**config.mk**
```make
export PLATFORM = sky130hd
export DESIGN_NAME = cpu_status_unit
export DESIGN_NICKNAME = d
export VERILOG_FILES = /design/src/rtl/sreg_pkg.sv /design/src/rtl/sreg_flag_calc.sv /design/src/rtl/sreg_ie_ctrl.sv /design/src/rtl/sreg_bit_xfer.sv /design/src/rtl/cpu_status_unit.sv
export SDC_FILE = /design/constraint.sdc
export NUM_CORES = 1
export LEC_CHECK = 0
export BUFFER_PORTS_ARGS = -buffer_cell sky130_fd_sc_hd__clkbuf_2
export CAP_MARGIN = 20
export CORE_ASPECT_RATIO = 1.2
export CORE_MARGIN = 3
export CORE_UTILIZATION = 36
export CTS_CLUSTER_SIZE = 24
export DETAILED_ROUTE_END_ITERATION = 8
export GPL_TIMING_DRIVEN = 1
export PLACE_DENSITY = 0.95
export SLEW_MARGIN = 20
export SYNTH_ARGS = -nofsm -noshare
export SYNTH_HDL_FRONTEND = slang
export SYNTH_SLANG_ARGS = --single-unit
```
**constraint.sdc**
```tcl
create_clock -name clk -period 3.9 [get_ports clk]
set_clock_uncertainty 0.15 [all_clocks]
set_input_delay 0.78 -clock clk [delete_from_list [all_inputs] [get_ports clk]]
set_output_delay 0.78 -clock clk [all_outputs]
set_load 0.01 [all_outputs]
```
**src/rtl/sreg_pkg.sv**
```systemverilog
package sreg_pkg;
    localparam int DATA_W  = 8;
    localparam int IDX_W   = $clog2(DATA_W);
    localparam int MASK_W  = 5;

    // status byte bit positions
    localparam int POS_IE = 7;
    localparam int POS_TB = 6;
    localparam int POS_HC = 5;
    localparam int POS_SG = 4;
    localparam int POS_OV = 3;
    localparam int POS_NG = 2;
    localparam int POS_ZR = 1;
    localparam int POS_CY = 0;

    // mask bit positions
    localparam int MK_HC = 4;
    localparam int MK_OV = 3;
    localparam int MK_NG = 2;
    localparam int MK_ZR = 1;
    localparam int MK_CY = 0;

    typedef enum logic [1:0] {
        OPC_ADD   = 2'd0,
        OPC_SUB   = 2'd1,
        OPC_LOGIC = 2'd2
    } op_class_e;

    typedef struct packed {
        logic hc;
        logic ov;
        logic ng;
        logic zr;
        logic cy;
    } cond_t;

    function automatic logic [DATA_W-1:0] pack_status(
        logic ie, logic tb, cond_t c);
        logic [DATA_W-1:0] v;
        v         = '0;
        v[POS_IE] = ie;
        v[POS_TB] = tb;
        v[POS_HC] = c.hc;
        v[POS_SG] = c.ng ^ c.ov;
        v[POS_OV] = c.ov;
        v[POS_NG] = c.ng;
        v[POS_ZR] = c.zr;
        v[POS_CY] = c.cy;
        return v;
    endfunction

    function automatic cond_t unpack_cond(logic [DATA_W-1:0] v);
        cond_t c;
        c.hc = v[POS_HC];
        c.ov = v[POS_OV];
        c.ng = v[POS_NG];
        c.zr = v[POS_ZR];
        c.cy = v[POS_CY];
        return c;
    endfunction
endpackage

```
**src/rtl/sreg_flag_calc.sv**
```systemverilog
module sreg_flag_calc
    import sreg_pkg::*;
(
    input  logic [1:0]        op,
    input  logic [DATA_W-1:0] a,
    input  logic [DATA_W-1:0] b,
    input  logic [DATA_W-1:0] res,
    input  logic              cout,
    output cond_t             flags
);
    localparam int MSB  = DATA_W - 1;
    localparam int NIB3 = 3;

    logic a3, b3, r3, a7, b7, r7;
    assign a3 = a[NIB3];
    assign b3 = b[NIB3];
    assign r3 = res[NIB3];
    assign a7 = a[MSB];
    assign b7 = b[MSB];
    assign r7 = res[MSB];

    always_comb begin
        flags.ng = r7;
        flags.zr = (res == '0);
        flags.cy = cout;
        case (op_class_e'(op))
            OPC_ADD: begin
                flags.hc = (a3 & b3) | (b3 & ~r3) | (~r3 & a3);
                flags.ov = (a7 & b7 & ~r7) | (~a7 & ~b7 & r7);
            end
            OPC_SUB: begin
                flags.hc = (~a3 & b3) | (b3 & r3) | (r3 & ~a3);
                flags.ov = (a7 & ~b7 & ~r7) | (~a7 & b7 & r7);
            end
            default: begin
                flags.hc = 1'b0;
                flags.ov = 1'b0;
            end
        endcase
    end
endmodule

```
**src/rtl/sreg_ie_ctrl.sv**
```systemverilog
module sreg_ie_ctrl (
    input  logic clk,
    input  logic rst,
    input  logic io_we,
    input  logic io_ie,
    input  logic sw_set,
    input  logic sw_clr,
    input  logic reti,
    input  logic pending,
    output logic ie,
    output logic take
);
    logic accept;
    assign accept = pending & ie;

    always_ff @(posedge clk) begin
        if (rst) begin
            ie   <= 1'b0;
            take <= 1'b0;
        end else begin
            take <= accept;
            if (accept)
                ie <= 1'b0;
            else if (io_we)
                ie <= io_ie;
            else if (sw_clr)
                ie <= 1'b0;
            else if (sw_set || reti)
                ie <= 1'b1;
        end
    end
endmodule

```
**src/rtl/sreg_bit_xfer.sv**
```systemverilog
module sreg_bit_xfer
    import sreg_pkg::*;
(
    input  logic [DATA_W-1:0] reg_in,
    input  logic [IDX_W-1:0]  sel,
    input  logic              tb,
    input  logic              ld_en,
    output logic              picked,
    output logic [DATA_W-1:0] reg_out
);
    assign picked = reg_in[sel];

    always_comb begin
        reg_out = reg_in;
        if (ld_en)
            reg_out[sel] = tb;
    end
endmodule

```
**src/rtl/cpu_status_unit.sv**
```systemverilog
module cpu_status_unit
    import sreg_pkg::*;
(
    input  logic              clk,
    input  logic              rst,
    input  logic              alu_valid,
    input  logic [1:0]        alu_op,
    input  logic [DATA_W-1:0] alu_a,
    input  logic [DATA_W-1:0] alu_b,
    input  logic [DATA_W-1:0] alu_res,
    input  logic              alu_cout,
    input  logic [MASK_W-1:0] alu_mask,
    input  logic              io_we,
    input  logic [DATA_W-1:0] io_wdata,
    output logic [DATA_W-1:0] io_rdata,
    input  logic              sw_set_ie,
    input  logic              sw_clr_ie,
    input  logic              reti,
    input  logic              irq_pending,
    output logic              irq_take,
    input  logic              bst_en,
    input  logic              bld_en,
    input  logic [IDX_W-1:0]  bit_sel,
    input  logic [DATA_W-1:0] reg_in,
    output logic [DATA_W-1:0] reg_out
);
    cond_t cond_q, cond_d, alu_flags;
    logic  tb_q, ie_w, picked;

    sreg_flag_calc u_calc (
        .op    (alu_op),
        .a     (alu_a),
        .b     (alu_b),
        .res   (alu_res),
        .cout  (alu_cout),
        .flags (alu_flags)
    );

    sreg_ie_ctrl u_ie (
        .clk     (clk),
        .rst     (rst),
        .io_we   (io_we),
        .io_ie   (io_wdata[POS_IE]),
        .sw_set  (sw_set_ie),
        .sw_clr  (sw_clr_ie),
        .reti    (reti),
        .pending (irq_pending),
        .ie      (ie_w),
        .take    (irq_take)
    );

    sreg_bit_xfer u_xfer (
        .reg_in  (reg_in),
        .sel     (bit_sel),
        .tb      (tb_q),
        .ld_en   (bld_en),
        .picked  (picked),
        .reg_out (reg_out)
    );

    // masked merge of new flags; an I/O write overrides everything
    always_comb begin
        cond_d = cond_q;
        if (io_we) begin
            cond_d = unpack_cond(io_wdata);
        end else if (alu_valid) begin
            if (alu_mask[MK_HC]) cond_d.hc = alu_flags.hc;
            if (alu_mask[MK_OV]) cond_d.ov = alu_flags.ov;
            if (alu_mask[MK_NG]) cond_d.ng = alu_flags.ng;
            if (alu_mask[MK_ZR]) cond_d.zr = alu_flags.zr;
            if (alu_mask[MK_CY]) cond_d.cy = alu_flags.cy;
        end
    end

    always_ff @(posedge clk) begin
        if (rst) begin
            cond_q <= '0;
            tb_q   <= 1'b0;
        end else begin
            cond_q <= cond_d;
            if (io_we)
                tb_q <= io_wdata[POS_TB];
            else if (bst_en)
                tb_q <= picked;
        end
    end

    assign io_rdata = pack_status(ie_w, tb_q, cond_q);
endmodule

```
==> flow_metrics.env, run 1 <==
export IMPL_r2r_start="tb_q$_SDFFE_PP0P_"
export IMPL_ys_ff_latch=8
export IMPL_antenna_found_initial=0
export IMPL_grt_pass1_wl_microns=2990
export IMPL_cp_required_ns=2.97
export IMPL_num_vias=889
export IMPL_rrSetupSlack_ns=2.76
export IMPL_hold_violations=0
export IMPL_cts_hold_buf=0
export IMPL_drive_gt1_share_pct=51.7
export IMPL_cp_top_family="simple AND/OR/NAND/NOR gates"
export IMPL_ys_types=31
export IMPL_cap_violations=0
export IMPL_period_share_pct=72.6
export IMPL_cts_root_buf="clkbuf_4"
export IMPL_wl_microns=2060
export IMPL_ctsResizeCount=0
export IMPL_drc_errors=0
export IMPL_path_cells="clkbuf_2 -> nand2b_1 -> nor3b_1 -> mux2_2 -> clkbuf_2"
export IMPL_worstPathMaxFanout=9
export IMPL_syn_nets=148
export IMPL_postLayoutCellArea_sq_mm=0.00103
export IMPL_cts_sinks=8
export IMPL_clkLatencyLatePin_ns=0.25
export IMPL_hp_class="reg2reg"
export IMPL_nNetsFinal=210
export IMPL_drt_initial_drc_count=7
export IMPL_status="complete, no violations"
export IMPL_cts_htree_levels=1
export IMPL_drt_pass1_iter_count=4
export IMPL_cp_common_cell="clkbuf_2"
export IMPL_cts_made_buffers=3
export IMPL_gp_congestion=0.783
export IMPL_min_period_ns=2.83
export IMPL_rsz0062_at_grt="false"
export IMPL_cp_depth=5
export IMPL_die_x_microns=46.5
export IMPL_cp_slowest_cell="mux2_2"
export IMPL_routed_via_density=5.39
export IMPL_reg2reg_to="tb_q$_SDFFE_PP0P_"
export IMPL_cp_start_kind="input port"
export IMPL_power_static_leakage_nw=0.514
export IMPL_final_common_cell="clkbuf_2"
export IMPL_die_y_microns=54.6
export IMPL_track_usage_pct=16.2
export IMPL_avgRoutedWirePerCell_microns=12.5
export IMPL_min_from="u_ie.ie$_SDFFE_PP0P_"
export IMPL_cts_tree="built"
export IMPL_dp_hpwl_microns=1750
export IMPL_grt_max_degree=18
export IMPL_yosys_warnings=0
export IMPL_endpoint_kind="output port"
export IMPL_max_clock_freq_mhz=353
export IMPL_fin_setup_tns_ns=0
export IMPL_first_global_vias=798
export IMPL_syn_area_per_cell_sq_um=8.15
export IMPL_synth_cells=87
export IMPL_grt_ovfl_total=0
export IMPL_synth_seq_area_share_pct=22.6
export IMPL_timing_slew_headroom_pct=80.5
export IMPL_area_delta_synth_final_pct=45.7
export IMPL_core_rowCount=16
export IMPL_cpPeakStageDelay_ns=0.35
export IMPL_postCtsSetupRepairBufs=0
export IMPL_core_sq_mm=0.00174
export IMPL_min_to="u_ie.take$_SDFF_PP0_"
export IMPL_clkSlewWorstSetupHoldPaths_ns=0.05
export IMPL_slew_violations=0
export IMPL_setup_violations_final=0
export IMPL_cts_buffer_depth=2
export IMPL_crit_arrival_ns=1.90
export IMPL_post_dp_cell_area_sq_mm=0.00101
export IMPL_cp_num_buf_inv=2
export IMPL_netlist_area_sq_um=709
export IMPL_r2r_cells=3
export IMPL_powerDensity_mw_per_mm2=234
export IMPL_total_power_w=0.000241
export IMPL_diodes=0
export IMPL_ir_drop_mv=0.115
export IMPL_initial_core_util_pct=40.7
export IMPL_die_area_sq_mm=0.00254
export IMPL_worstMarginPinSlew_ns=0.292
export IMPL_fillCellCount=165
export IMPL_hold_path_depth=2
export IMPL_io_pins=78
export IMPL_path_class="in2out"
export IMPL_portBuffers=64
export IMPL_ant_nets=0
export IMPL_mostFrequentLayoutCells="clkbuf_2 (64), mux2_2 (8), nand2_1 (8), dfxtp_1 (8)"
-- worst max path at each step --
stage / start / endpoint / slack, ns
6_report: bit_sel[0] / reg_out[2] / 1.07
5_1_grt: bit_sel[0] / reg_out[2] / 1.02
4_1_cts: bit_sel[0] / reg_out[2] / 1.06
3_5_place_dp: bit_sel[0] / reg_out[2] / 1.06
3_3_place_gp: bit_sel[0] / reg_out[2] / 1.09
2_1_floorplan: bit_sel[0] / reg_out[2] / 1.31
-- through the flow --
step                      worst slack [ns]  hold WS (ns)  utilization (%)  cells
after CTS                             1.06         0.316             59.3    165
after floorplan                       1.31         0.288                -     87
after global placement                1.09         0.298             58.0    162
after global routing                  1.02         0.345             59.3    165
final                                 1.07         0.309             59.3    165
after detailed placement              1.06         0.309             58.0    162
-- final cells by class --
cell class / count / area, sq um / area share (%)
well taps: 18 / 22.5 / 2.18
clock buffers: 3 / 22.5 / 2.18
repair buffers: 64 / 320 / 31.0
flip-flops and latches: 8 / 160 / 15.5
multi-input cells: 70 / 500 / 48.4
inverters: 2 / 7.51 / 0.726
-- worst reg2reg max path, delay by kind of cell (launching register included) --
family          cells  cell delay [ns]
simple gates        1             0.22
compound gates      2             0.22
flops               1             0.48
-- synth_stat cells --
cell type | instances | area share (%)
nand3_1 | 1 | 0.70
mux2_2 | 8 | 13
maj3_1 | 1 | 1.4
nand4b_1 | 2 | 2.5
dfxtp_1 | 8 | 23
xor2_1 | 1 | 1.2
clkbuf_1 | 4 | 2.1
a31oi_1 | 2 | 1.8
mux2i_1 | 5 | 7.1
a311oi_1 | 2 | 2.5
buf_6 | 1 | 1.6
nand2_1 | 8 | 4.2
o21a_1 | 1 | 1.1
nor3_1 | 5 | 3.5
buf_4 | 2 | 2.1
inv_1 | 2 | 1.1
xnor2_1 | 1 | 1.2
mux4_2 | 1 | 3.2
nor2b_1 | 5 | 4.4
nor4_1 | 2 | 1.8
nand3b_1 | 1 | 1.1
o22ai_1 | 2 | 1.8
nor3b_1 | 4 | 4.2
nand4_1 | 1 | 0.88
nand2b_1 | 1 | 0.88
a22oi_1 | 1 | 1.1
or4_1 | 2 | 2.1
nor2_1 | 5 | 2.6
a211oi_1 | 1 | 1.1
a21oi_1 | 5 | 3.5
a21boi_0 | 2 | 2.1
-- per-layer routing --
metal  global-route usage (%)  part of all wire [%]
met3                     4.28                    11
met4                     5.69                     0
met2                     33.9                    53
met1                     13.7                    36
met5                        0                     0
-- cell families (layout without fill, tap and decap cells) --
family | count (synthesis) | after routing | synth area share (%)
simple gates | 37 | 37 | 28.9
compound gates | 16 | 16 | 14.8
mux | 14 | 14 | 22.9
buf+inv | 9 | 69 | 6.88
flops | 8 | 8 | 22.6
xor+xnor | 2 | 2 | 2.47
fa+ha+maj | 1 | 1 | 1.41
-- power breakdown --
part	internal [W]	switching [W]	total, W
logic	0.0000462	0.0000409	0.0000871
clock network	0.0000352	0.0000274	0.0000625
registers	0.0000872	0.00000459	0.0000918
total	0.000169	0.0000729	0.000241
-- flip-flops by register name (all words and copies together), names as in the netlist --
register   flops
u_ie.ie        1
u_ie.take      1
tb_q           1
io_rdata       5
Note: power is estimated with default switching activity, not from simulation.
==> run 2: changes to the inputs <==
--- a/config.mk
+++ b/config.mk
@@ -9,11 +9,11 @@
 export CAP_MARGIN = 20
 export CORE_ASPECT_RATIO = 1.2
 export CORE_MARGIN = 3
-export CORE_UTILIZATION = 36
+export CORE_UTILIZATION = 30
 export CTS_CLUSTER_SIZE = 24
 export DETAILED_ROUTE_END_ITERATION = 8
 export GPL_TIMING_DRIVEN = 1
-export PLACE_DENSITY = 0.95
+export PLACE_DENSITY = 0.87
 export SLEW_MARGIN = 20
 export SYNTH_ARGS = -nofsm -noshare
 export SYNTH_HDL_FRONTEND = slang
==> constraint.sdc (replaced) <==
create_clock -name clk -period 2.3 [get_ports clk]
set_clock_uncertainty 0.15 [all_clocks]
set_input_delay 0.46 -clock clk [delete_from_list [all_inputs] [get_ports clk]]
set_output_delay 0.46 -clock clk [all_outputs]
set_load 0.01 [all_outputs]
==> flow_metrics.env, run 2 (same netlist as run 1, synthesis figures left out) <==
export IMPL_post_dp_cell_area_sq_mm=0.00103
export IMPL_cts_buffer_depth=2
export IMPL_busiest_layer="met2"
export IMPL_power_static_leakage_nw=0.519
export IMPL_initial_core_util_pct=32.8
export IMPL_dp_hpwl_microns=1880
export IMPL_grt_use_met3_pct=4.79
export IMPL_postLayoutCellArea_sq_mm=0.00106
export IMPL_grt_pass1_wl_microns=3460
export IMPL_drc_errors=0
export IMPL_num_vias=873
export IMPL_cp_common_cell="clkbuf_2"
export IMPL_max_clock_freq_mhz=477
export IMPL_cp_num_buf_inv=2
export IMPL_worstPathMaxFanout=4
export IMPL_setup_violations_final=0
export IMPL_path_cells="clkbuf_2 -> nand2b_1 -> nor3b_1 -> mux2_2 -> clkbuf_2"
export IMPL_io_pins=78
export IMPL_cap_violations=0
export IMPL_die_x_microns=50.4
export IMPL_cts_made_buffers=3
export IMPL_core_sq_mm=0.00216
export IMPL_sw_frac_of_total_pct=31.3
export IMPL_net_switching_power_w=0.000131
export IMPL_drt_initial_drc_count=15
export IMPL_portBuffers=64
export IMPL_die_area_sq_mm=0.00299
export IMPL_powerDensity_mw_per_mm2=396
export IMPL_use_met2_pct=31.5
export IMPL_avgRoutedWirePerCell_microns=12.3
export IMPL_drive_gt1_share_pct=52.0
export IMPL_dp_slack_ns=0.185
export IMPL_nNetsFinal=211
export IMPL_clkLatencyLatePin_ns=0.25
export IMPL_largest_reg_flops=5
export IMPL_cp_start_kind="input port"
export IMPL_ir_drop_mv=0.270
export IMPL_grt_use_met1_pct=13.4
export IMPL_hold_worst_slack_ns=0.290
export IMPL_cp_top_family="simple AND/OR/NAND/NOR gates"
export IMPL_timing_final_ws_setup_ns=0.202
export IMPL_die_y_microns=59.3
export IMPL_cts_root_buf="clkbuf_4"
export IMPL_rsz0062_at_grt="false"
export IMPL_core_rowCount=18
export IMPL_combinationalPowerShare_pct=35.6
export IMPL_grt_max_degree=18
export IMPL_status="complete, no violations"
export IMPL_hp_class="in2reg"
export IMPL_p_int_w=0.000287
export IMPL_routed_via_density=4.90
export IMPL_drt_pass1_iter_count=4
export IMPL_ctsResizeCount=0
export IMPL_wl_microns=2200
export IMPL_antenna_found_initial=0
export IMPL_area_delta_synth_final_pct=48.9
export IMPL_cp_required_ns=1.69
export IMPL_gp_congestion=0.757
export IMPL_endpoint_kind="output port"
export IMPL_cp_slowest_cell="mux2_2"
export IMPL_cts_htree_levels=1
export IMPL_cpPeakStageDelay_ns=0.36
export IMPL_cts_hold_buf=0
export IMPL_postCtsSetupRepairBufs=0
export IMPL_clkSlewWorstSetupHoldPaths_ns=0.06
export IMPL_cts_tree="built"
export IMPL_first_global_vias=866
export IMPL_final_core_util_pct=48.8
export IMPL_path_class="in2out"
export IMPL_worstMarginPinSlew_ns=0.290
export IMPL_timing_slew_headroom_pct=80.7
export IMPL_fin_setup_tns_ns=0
export IMPL_p_seq_share_pct=37.2
export IMPL_cts_sinks=8
export IMPL_hold_violations=0
export IMPL_min_period_ns=2.10
export IMPL_crit_arrival_ns=1.49
export IMPL_track_usage_pct=15.3
export IMPL_ant_nets=0
export IMPL_grt_ovfl_total=0
export IMPL_period_share_pct=91.2
export IMPL_mostFrequentLayoutCells="clkbuf_2 (64), mux2_2 (8), nand2_1 (8), dfxtp_1 (8)"
export IMPL_final_common_cell="clkbuf_2"
export IMPL_slew_violations=0
export IMPL_power_share_clock_pct=27.1
export IMPL_diodes=0
## run 2: cell types whose count changed in the layout (fill, tap and decap cells not counted)
cell / delta
buf_4: +1
## run 2: layer usage
metal / share of wire [%] / vias up
li1: - / 448
met1: 37 / 372
met2: 53 / 47
met3: 8.5 / 6
met4: 1.5 / 0
met5: 0 / -
## run 2: layout make-up
cell class                      instances  area, sq um
Clock buffer                            3         22.5
Fill cell                             227         1110
Inverter                                2         7.51
Multi-Input combinational cell         70          500
Sequential cell                         8          160
Tap cell                               30         37.5
Timing Repair Buffer                   65          328
## run 2: path summary, 6_finish.rpt
kind | startpoint | slack, ns | cells past startpoint | end
max | bit_sel[0] | 0.20 | 5 | reg_out[2]
min reg2reg | u_ie.ie$_SDFFE_PP0P_ | 0.33 | 2 | u_ie.take$_SDFF_PP0_
max reg2reg | tb_q$_SDFFE_PP0P_ | 1.16 | 3 | tb_q$_SDFFE_PP0P_
min | io_wdata[3] | 0.29 | 3 | io_rdata[3]$_SDFFE_PP0P_
## run 2: metrics by stage
stage | total power, W | cells
after global routing | 0.000451 | 178
after floorplan | 0.000236 | 87
after global placement | 0.000302 | 175
final | 0.000418 | 178
after CTS | 0.000427 | 178
after detailed placement | 0.000309 | 175
## run 2: power by group through the flow
stage / registers, W / logic (W) / clock network (W)
after detailed placement: 0.000159 / 0.000150 / 0
after global placement: 0.000158 / 0.000144 / 0
final: 0.000156 / 0.000149 / 0.000114
after global routing: 0.000157 / 0.000164 / 0.000129
after floorplan: 0.000160 / 0.0000762 / 0
after CTS: 0.000156 / 0.000150 / 0.000120
## run 2: worst min-delay path, stage by stage
cell	delay [ns]
clkbuf_2	0.08
nand2_1	0.05
a31oi_1	0.07
